`config.mk`:
```
export PLATFORM = sky130hd
export DESIGN_NAME = burst_supervisor
export DESIGN_NICKNAME = d
export VERILOG_FILES = /design/src/rtl/burst_sup_pkg.sv /design/src/rtl/burst_sup_cmp.sv /design/src/rtl/burst_sup_guard.sv /design/src/rtl/burst_sup_fsm.sv /design/src/rtl/burst_supervisor.sv
export SDC_FILE = /design/constraint.sdc
export NUM_CORES = 1
export LEC_CHECK = 0
export BUFFER_PORTS_ARGS = -buffer_cell sky130_fd_sc_hd__buf_2
export CORE_UTILIZATION = 43
export DETAILED_ROUTE_END_ITERATION = 8
export PLACE_DENSITY = 0.84
export SLEW_MARGIN = 20
export SYNTH_ARGS = -nofsm -noshare
export SYNTH_HDL_FRONTEND = slang
export SYNTH_SLANG_ARGS = --single-unit
```
`constraint.sdc`:
```
create_clock -name clk -period 1.5 [get_ports clk]
set_input_delay 0 -clock clk [delete_from_list [all_inputs] [get_ports clk]]
set_output_delay 0 -clock clk [all_outputs]
set_load 0.02 [all_outputs]
```
`src/rtl/burst_sup_pkg.sv`:
```
package burst_sup_pkg;
  typedef enum logic [0:0] {
    MODE_NORMAL = 1'b0,
    MODE_BURST  = 1'b1
  } mode_e;

  localparam int CMD_IDX_ENTER = 0;
  localparam int CMD_IDX_PULSE = 1;
  localparam int FB_IDX_LOW    = 0;
  localparam int FB_IDX_HIGH   = 1;
  localparam int N_CMD_THR     = 2;
  localparam int N_FB_THR      = 2;
endpackage

```
`src/rtl/burst_sup_cmp.sv`:
```
module burst_sup_cmp #(
  parameter int W = 10,
  parameter int N = 2
) (
  input  logic [W-1:0]        level,
  input  logic [N-1:0][W-1:0] thr,
  output logic [N-1:0]        below
);
  // one unsigned "strictly below" comparator per threshold
  for (genvar g = 0; g < N; g++) begin : g_cmp
    assign below[g] = (level < thr[g]);
  end
endmodule

```
`src/rtl/burst_sup_guard.sv`:
```
module burst_sup_guard #(
  parameter int W = 10
) (
  input  logic         clk,
  input  logic         rst_n,
  input  logic         accept,
  input  logic [W-1:0] fb,
  input  logic [W-1:0] thr_ovp,
  input  logic         fb_below_high,
  output logic         ovp_nx,
  output logic         rdy_nx,
  output logic         ovp_flag,
  output logic         input_ready
);
  logic ovp_q, rdy_q;
  logic fb_over;

  assign fb_over = (fb > thr_ovp);

  always_comb begin
    ovp_nx = ovp_q;
    rdy_nx = rdy_q;
    if (accept) begin
      if (fb_over)            ovp_nx = 1'b1;
      else if (fb_below_high) ovp_nx = 1'b0;
      if (!fb_below_high)     rdy_nx = 1'b1;
    end
  end

  always_ff @(posedge clk or negedge rst_n) begin
    if (!rst_n) begin
      ovp_q <= 1'b0;
      rdy_q <= 1'b0;
    end else begin
      ovp_q <= ovp_nx;
      rdy_q <= rdy_nx;
    end
  end

  assign ovp_flag    = ovp_q;
  assign input_ready = rdy_q;

  p_ovp_set_r9: assert property (@(posedge clk) disable iff (!rst_n)
    (accept && fb_over) |=> ovp_flag);
  p_ovp_clear_r9: assert property (@(posedge clk) disable iff (!rst_n)
    (accept && fb_below_high) |=> !ovp_flag);
  p_ready_sticky_r3: assert property (@(posedge clk) disable iff (!rst_n)
    input_ready |=> input_ready);
endmodule

```
`src/rtl/burst_sup_fsm.sv`:
```
module burst_sup_fsm
  import burst_sup_pkg::*;
(
  input  logic clk,
  input  logic rst_n,
  input  logic accept,
  input  logic cmd_below_enter,
  input  logic cmd_below_pulse,
  input  logic fb_below_low,
  input  logic fb_below_high,
  input  logic ovp_nx,
  input  logic rdy_nx,
  output logic pulse_permit,
  output logic boost_en,
  output logic burst_mode
);
  mode_e mode_q, mode_nx;
  logic  permit_q, permit_nx;
  logic  boost_q, boost_nx;

  always_comb begin
    mode_nx = mode_q;
    if (accept) begin
      unique case (mode_q)
        MODE_NORMAL: if (!fb_below_high && cmd_below_enter) mode_nx = MODE_BURST;
        MODE_BURST:  if (fb_below_low)                      mode_nx = MODE_NORMAL;
        default:     mode_nx = MODE_NORMAL;
      endcase
    end
  end

  always_comb begin
    permit_nx = permit_q;
    boost_nx  = boost_q;
    if (accept) begin
      if (mode_nx == MODE_BURST) begin
        permit_nx = rdy_nx && !cmd_below_pulse;
        boost_nx  = 1'b0;
      end else begin
        permit_nx = rdy_nx;
        boost_nx  = !ovp_nx;
      end
    end
  end

  always_ff @(posedge clk or negedge rst_n) begin
    if (!rst_n) begin
      mode_q   <= MODE_NORMAL;
      permit_q <= 1'b0;
      boost_q  <= 1'b1;
    end else begin
      mode_q   <= mode_nx;
      permit_q <= permit_nx;
      boost_q  <= boost_nx;
    end
  end

  assign pulse_permit = permit_q;
  assign boost_en     = boost_q;
  assign burst_mode   = (mode_q == MODE_BURST);

  p_hold_r2: assert property (@(posedge clk) disable iff (!rst_n)
    !accept |=> $stable({pulse_permit, boost_en, burst_mode}));
  p_enter_r4: assert property (@(posedge clk) disable iff (!rst_n)
    (accept && !burst_mode && !fb_below_high && cmd_below_enter) |=> burst_mode);
  p_skip_r5: assert property (@(posedge clk) disable iff (!rst_n)
    (accept && burst_mode && !fb_below_low && cmd_below_pulse) |=> !pulse_permit);
  p_burst_boost_off_r6: assert property (@(posedge clk) disable iff (!rst_n)
    burst_mode |-> !boost_en);
  p_exit_r7: assert property (@(posedge clk) disable iff (!rst_n)
    (accept && burst_mode && fb_below_low) |=> (!burst_mode && boost_en));
endmodule

```
`src/rtl/burst_supervisor.sv`:
```
module burst_supervisor
  import burst_sup_pkg::*;
#(
  parameter int W = 10
) (
  input  logic         clk,
  input  logic         rst_n,
  input  logic         tick,
  input  logic         smp_valid,
  output logic         smp_ready,
  input  logic [W-1:0] smp_cmd,
  input  logic [W-1:0] smp_fb,
  input  logic [W-1:0] cfg_enter,
  input  logic [W-1:0] cfg_pulse,
  input  logic [W-1:0] cfg_fb_low,
  input  logic [W-1:0] cfg_fb_high,
  input  logic [W-1:0] cfg_fb_ovp,
  output logic         pulse_permit,
  output logic         boost_en,
  output logic         burst_mode,
  output logic         ovp_flag,
  output logic         input_ready
);
  logic                       accept;
  logic [N_CMD_THR-1:0][W-1:0] cmd_thr;
  logic [N_FB_THR-1:0][W-1:0]  fb_thr;
  logic [N_CMD_THR-1:0]        cmd_below;
  logic [N_FB_THR-1:0]         fb_below;
  logic                        ovp_nx, rdy_nx;

  assign smp_ready = tick;
  assign accept    = smp_valid && tick;

  always_comb begin
    cmd_thr[CMD_IDX_ENTER] = cfg_enter;
    cmd_thr[CMD_IDX_PULSE] = cfg_pulse;
    fb_thr[FB_IDX_LOW]     = cfg_fb_low;
    fb_thr[FB_IDX_HIGH]    = cfg_fb_high;
  end

  burst_sup_cmp #(.W(W), .N(N_CMD_THR)) i_cmd_cmp (
    .level (smp_cmd),
    .thr   (cmd_thr),
    .below (cmd_below)
  );

  burst_sup_cmp #(.W(W), .N(N_FB_THR)) i_fb_cmp (
    .level (smp_fb),
    .thr   (fb_thr),
    .below (fb_below)
  );

  burst_sup_guard #(.W(W)) i_guard (
    .clk           (clk),
    .rst_n         (rst_n),
    .accept        (accept),
    .fb            (smp_fb),
    .thr_ovp       (cfg_fb_ovp),
    .fb_below_high (fb_below[FB_IDX_HIGH]),
    .ovp_nx        (ovp_nx),
    .rdy_nx        (rdy_nx),
    .ovp_flag      (ovp_flag),
    .input_ready   (input_ready)
  );

  burst_sup_fsm i_fsm (
    .clk             (clk),
    .rst_n           (rst_n),
    .accept          (accept),
    .cmd_below_enter (cmd_below[CMD_IDX_ENTER]),
    .cmd_below_pulse (cmd_below[CMD_IDX_PULSE]),
    .fb_below_low    (fb_below[FB_IDX_LOW]),
    .fb_below_high   (fb_below[FB_IDX_HIGH]),
    .ovp_nx          (ovp_nx),
    .rdy_nx          (rdy_nx),
    .pulse_permit    (pulse_permit),
    .boost_en        (boost_en),
    .burst_mode      (burst_mode)
  );

  p_permit_needs_ready_r3: assert property (@(posedge clk) disable iff (!rst_n)
    pulse_permit |-> input_ready);
  p_ovp_blocks_boost_r9: assert property (@(posedge clk) disable iff (!rst_n)
    ovp_flag |-> !boost_en);
  p_ready_is_tick_r2: assert property (@(posedge clk) disable iff (!rst_n)
    smp_ready == tick);
endmodule

```
==> results.cfg, run 1 <==
[global_routing]
gr-usage-all-layers = 0.193
antenna_found_initial = 0
grt_max_degree = 10
overflow = 0
grt_pass1_vias = 1503
grt_first_pass_wirelength_um = 5310

[synth]
async_reset_ff_frac = 1.00
yosysMostFrequentCell = inv_1
synthTopCellsByArea = ha_1, inv_1, dfrtp_1, a21oi_1, a21o_1
ys_seq_area_frac = 0.0899
syn_area_um2 = 1410
yosys_most_used_dff = dfrtp_1
ys.warnings.count = 0
synth_common_cells = inv_1, ha_1, a21oi_1
syn_nets = 297
syn_inst = 177
yosysTopAreaCellShare = 0.409
syn_area_per_cell_um2 = 7.95
synth_edf_count = 0
yosys_register_bits = 5
yosys.cell_types.count = 33
yosysTopAreaCell = ha_1

[layout]
syn_to_final_growth_pct = 44.4
multi_input_area_um2 = 1130
final_area_um2 = 2030
instances_no_fill = 319
n_fill_cell = 293
final_net_count = 396
final_util = 0.660
drive_gt1_frac = 0.407
diodes = 0
seq_area_um2 = 126

[floorplanning]
rows = 20
coreArea_um2 = 3080
die-area_um2 = 3500
dieWidth_um = 59.2
ioPinCount = 80
initial_core_util = 0.457
chipHeight_um = 59.2

[routing]
ant_nets = 0
wl_per_cell_um = 10.2
num_vias = 1550
drt_pass1_iterations = 3
via_per_inst = 4.86
wl_um = 3270
drcViolationCount = 0
drt_iter0_markers = 13

[setup_path]
path_cells = buf_2, ha_1, a211oi_2, nor2_1, or3_1, o31ai_2, nand2_1, o31ai_1
critPathCaptureType = flip-flop
critPathMaxFanout = 3
cpPeakStageDelay_ns = 0.33
crit_type = input port to flip-flop
critPathTopFamily = compound AO/OA/AOI/OAI gates
start_kind = input port
crit_arrival_ns = 1.59
critical-path-slowest-cell = or3_1
required_ns = 1.65
crit_buf_inv = 1

[min_path]
hold_path_class = input port to async pin

[power_and_ir_drop]
combPwrFrac = 0.634
power.share.clock = 0.166
power_frac_seq = 0.200
vdd_drop_max_uv = 274
power.leakage_nw = 1.25
p_int_mw = 0.585
p_sw_mw = 0.385
swShare = 0.397
cellPowerDensity_nw_per_um2 = 477

[clocking]
cts_tree = yes
numCtsBuffers = 3
cts_setup_buffers = 0
ctsLongestPathBuffers = 2
cts-root-buf = clkbuf_4
cts.sinks = 5
clkTransAtPathRegs_ns = 0.05
clk_latency_ns = 0.25
htree_num_levels = 1

[outcome]
status = finished clean

[run]
cap_violations = 0

[sta]
hold_violations = 0
timing.final.crit_share = 0.955
setup_viol = 0
slew_headroom = 0.778
whs_ns = 0.0975
slew_violations = 0
period_needed_ns = 1.43
clock.fmax_mhz = 698
clock_skew_ns = 0.00801
tightest_slew_ns = 0.332
rsz0062_at_grt = false

[place]
gp_congestion = 0.761
placedCellCount = 314
post_dp_cell_area_um2 = 1960
dpl.hpwl_um = 3080
port_buffers = 79
placed cells by master, fill, tap and decap left out, drive strengths merged, types with 5 or more instances in the layout:
| master | count |
|---|---|
| nand3 | 5 |
| nand4 | 6 |
| a21oi | 15 |
| buf | 94 |
| nand2 | 6 |
| ha | 46 |
| a21o | 7 |
| inv | 47 |
| o21ai | 6 |
| nor2 | 6 |
cell families after synthesis:
group | after synthesis | share of synthesized area
compound gates | 42 | 0.218
simple gates | 36 | 0.152
fa+ha+maj | 46 | 0.409
buf+inv | 48 | 0.131
flops | 5 | 0.0899
layer usage:
metal | up-vias | track usage | wire length, um
li1 | 815 | - | -
met1 | 680 | 0.194 | 1360
met2 | 55 | 0.406 | 1740
met3 | 0 | 0.0175 | 167
met4 | 0 | 0.0510 | 0
met5 | - | 0 | 0
final cells by class:
| class | count | share of cell area |
|---|---|---|
| clock buffers | 4 | 0.0129 |
| inverters | 47 | 0.0869 |
| multi-input cells | 124 | 0.556 |
| flip-flops and latches | 5 | 0.0622 |
| well taps | 44 | 0.0271 |
| repair buffers | 95 | 0.255 |
power groups by stage:
stage | logic, mW | clock network (mW) | registers (mW)
2_1_floorplan | 0.305 | 0 | 0.234
3_3_place_gp | 0.584 | 0 | 0.196
3_5_place_dp | 0.600 | 0 | 0.197
4_1_cts | 0.604 | 0.161 | 0.195
5_1_grt | 0.690 | 0.166 | 0.199
6_report | 0.615 | 0.161 | 0.194
worst paths after layout:
path                                             endpoint  cells past startpoint                  startpoint  slack, ns
min in group clk           i_fsm.pulse_permit$_DFFE_PN0P_                      3                        tick       0.11
max reg2reg                i_fsm.pulse_permit$_DFFE_PN0P_                      3  i_fsm.burst_mode$_DFF_PN0_       0.07
min                            i_guard.ovp_flag$_DFF_PN0_                      2                       rst_n        0.1
max in group asynchronous      i_fsm.boost_en$_DFFE_PN1P_                      2                       rst_n       1.18
max                            i_fsm.boost_en$_DFFE_PN1P_                      8                   smp_fb[7]       0.07
min reg2reg                    i_fsm.boost_en$_DFFE_PN1P_                      2  i_fsm.boost_en$_DFFE_PN1P_       0.48
metrics by stage:
stage | TNS [ns] | worst slack [ns] | power [mW]
6_report | 0 | 0.0675 | 0.970
5_1_grt | 0 | 0.00277 | 1.05
4_1_cts | 0 | 0.00735 | 0.960
3_5_place_dp | -0.564 | -0.244 | 0.797
3_3_place_gp | -0.449 | -0.212 | 0.779
2_1_floorplan | -0.0592 | -0.0592 | 0.540
flip-flops by register name (all words and copies together), names as in the netlist:
| signal | count |
|---|---|
| i_fsm.boost_en | 1 |
| i_fsm.burst_mode | 1 |
| i_fsm.pulse_permit | 1 |
| i_guard.input_ready | 1 |
| i_guard.ovp_flag | 1 |
timing repair:
item,in CTS,in global routing
hold buffers,1,0
endpoints found under the setup margin,0,2
endpoints found under the hold margin,5,0
resized for setup,0,6
(Power assumes the default switching activity.)
==> run 2: changes to the inputs <==
--- a/config.mk
+++ b/config.mk
@@ -8,6 +8,7 @@
 export BUFFER_PORTS_ARGS = -buffer_cell sky130_fd_sc_hd__buf_2
 export CORE_UTILIZATION = 43
 export DETAILED_ROUTE_END_ITERATION = 8
+export MAX_ROUTING_LAYER = met4
 export PLACE_DENSITY = 0.84
 export SLEW_MARGIN = 20
 export SYNTH_ARGS = -nofsm -noshare
==> results.cfg, run 2 (synthesis results as in run 1) <==
[clocking]
ctsLongestPathBuffers = 2
clkTransAtPathRegs_ns = 0.05
numCtsBuffers = 3
cts_setup_buffers = 0
cts_tree = yes
clk_latency_ns = 0.25
cts.sinks = 5
cts-root-buf = clkbuf_4
htree_num_levels = 1

[sta]
setup_viol = 0
clock.fmax_mhz = 695
clock_skew_ns = 0.00438
slew_violations = 0
slew_headroom = 0.774
tightest_slew_ns = 0.338
timing.final.crit_share = 0.959
hold_violations = 0
setup_ws_ns = 0.0616
whs_ns = 0.101
rsz0062_at_grt = false
period_needed_ns = 1.44

[setup_path]
path_cells = or4_4, o41ai_4, a221oi_2
start_kind = flip-flop
critPathMaxFanout = 3
critPathCaptureType = flip-flop
required_ns = 1.61
crit_arrival_ns = 1.55
cpPeakStageDelay_ns = 0.52
crit_type = flip-flop to flip-flop
critical-path-slowest-cell = or4_4

[layout]
diodes = 0
mostFrequentLayoutCells = buf_2, inv_1, ha_1
final_util = 0.660
multi_input_area_um2 = 1130
seq_area_um2 = 126
syn_to_final_growth_pct = 44.4
final_common_cell = buf_2
n_fill_cell = 293
final_net_count = 396
drive_gt1_frac = 0.407

[floorplanning]
coreArea_um2 = 3080
rows = 20
dieWidth_um = 59.2
ioPinCount = 80
die-area_um2 = 3500
initial_core_util = 0.457
chipHeight_um = 59.2

[place]
dpl.hpwl_um = 3080
gp_congestion = 0.771
port_buffers = 79
pre_cts_ws_ns = -0.244

[power_and_ir_drop]
p_int_mw = 0.585
p_sw_mw = 0.384
vdd_drop_max_uv = 274
power_frac_seq = 0.201
power.leakage_nw = 1.25
combPwrFrac = 0.635
swShare = 0.397
power.share.clock = 0.164
cellPowerDensity_nw_per_um2 = 477

[global_routing]
overflow = 0
grt_pass1_vias = 1503
antenna_found_initial = 0
grt_first_pass_wirelength_um = 5310
grt_max_degree = 10
gr-usage-all-layers = 0.198

[routing]
num_vias = 1562
ant_nets = 0
drt_pass1_iterations = 3
wl_um = 3270
drt_iter0_markers = 29
via_per_inst = 4.90
wl_per_cell_um = 10.2
drcViolationCount = 0

[min_path]
hold_path_class = input port to async pin

[run]
cap_violations = 0

[outcome]
status = finished clean
==> run 2: cell counts in the layout (fill, tap and decap cells not counted) <==
No cell type changed its count.
==> run 2: final cells by class <==
| cell class | instances | share of cell area |
|---|---|---|
| well taps | 44 | 0.0271 |
| repair buffers | 95 | 0.255 |
| clock buffers | 4 | 0.0129 |
| multi-input cells | 124 | 0.556 |
| inverters | 47 | 0.0869 |
| flip-flops and latches | 5 | 0.0622 |
==> run 2: stage by stage <==
stage	power, mW	TNS [ns]	instance area [um^2]	cells
floorplan	0.540	-0.0592	1410	177
global placement	0.779	-0.449	1960	314
detailed placement	0.797	-0.564	1960	314
CTS	0.960	0	2000	319
global route	1.05	0	2030	319
finish	0.969	0	2030	319
==> run 2: worst max-delay path, delay by kind of cell, from the launching register on <==
kind,cells,cell delay [ns]
simple gates,1,0.52
compound gates,2,0.41
flops,1,0.37
==> run 2: worst paths after layout <==
check	slack, ns	from	depth (start not counted)	endpoint
max	0.06	i_fsm.burst_mode$_DFF_PN0_	3	i_fsm.pulse_permit$_DFFE_PN0P_
min	0.10	rst_n	2	i_guard.ovp_flag$_DFF_PN0_
max reg2reg	0.06	i_fsm.burst_mode$_DFF_PN0_	3	i_fsm.pulse_permit$_DFFE_PN0P_
min reg2reg	0.48	i_fsm.boost_en$_DFFE_PN1P_	2	i_fsm.boost_en$_DFFE_PN1P_
max in group asynchronous	1.18	rst_n	2	i_fsm.boost_en$_DFFE_PN1P_
min in group clk	0.12	tick	3	i_fsm.pulse_permit$_DFFE_PN0P_
==> run 2: repair_timing <==
action,4_1_cts,5_1_grt
hold endpoints to repair,5,0
hold buffers,1,0
setup endpoints to repair,0,2
gates resized for setup,0,6
==> run 2: routing by layer <==
layer,track usage,up-vias,part of all wire
met5,-,-,0
met4,0.0510,0,0.0095
met3,0.0175,4,0.051
met2,0.406,56,0.52
met1,0.194,688,0.42
li1,-,814,-
==> run 2: power by group through the flow <==
stage / Combinational [mW] / Clock (mW) / Sequential [mW]
after global placement: 0.584 / 0 / 0.196
after detailed placement: 0.600 / 0 / 0.197
after floorplan: 0.305 / 0 / 0.234
after CTS: 0.604 / 0.161 / 0.195
after global routing: 0.690 / 0.166 / 0.199
final: 0.616 / 0.158 / 0.195
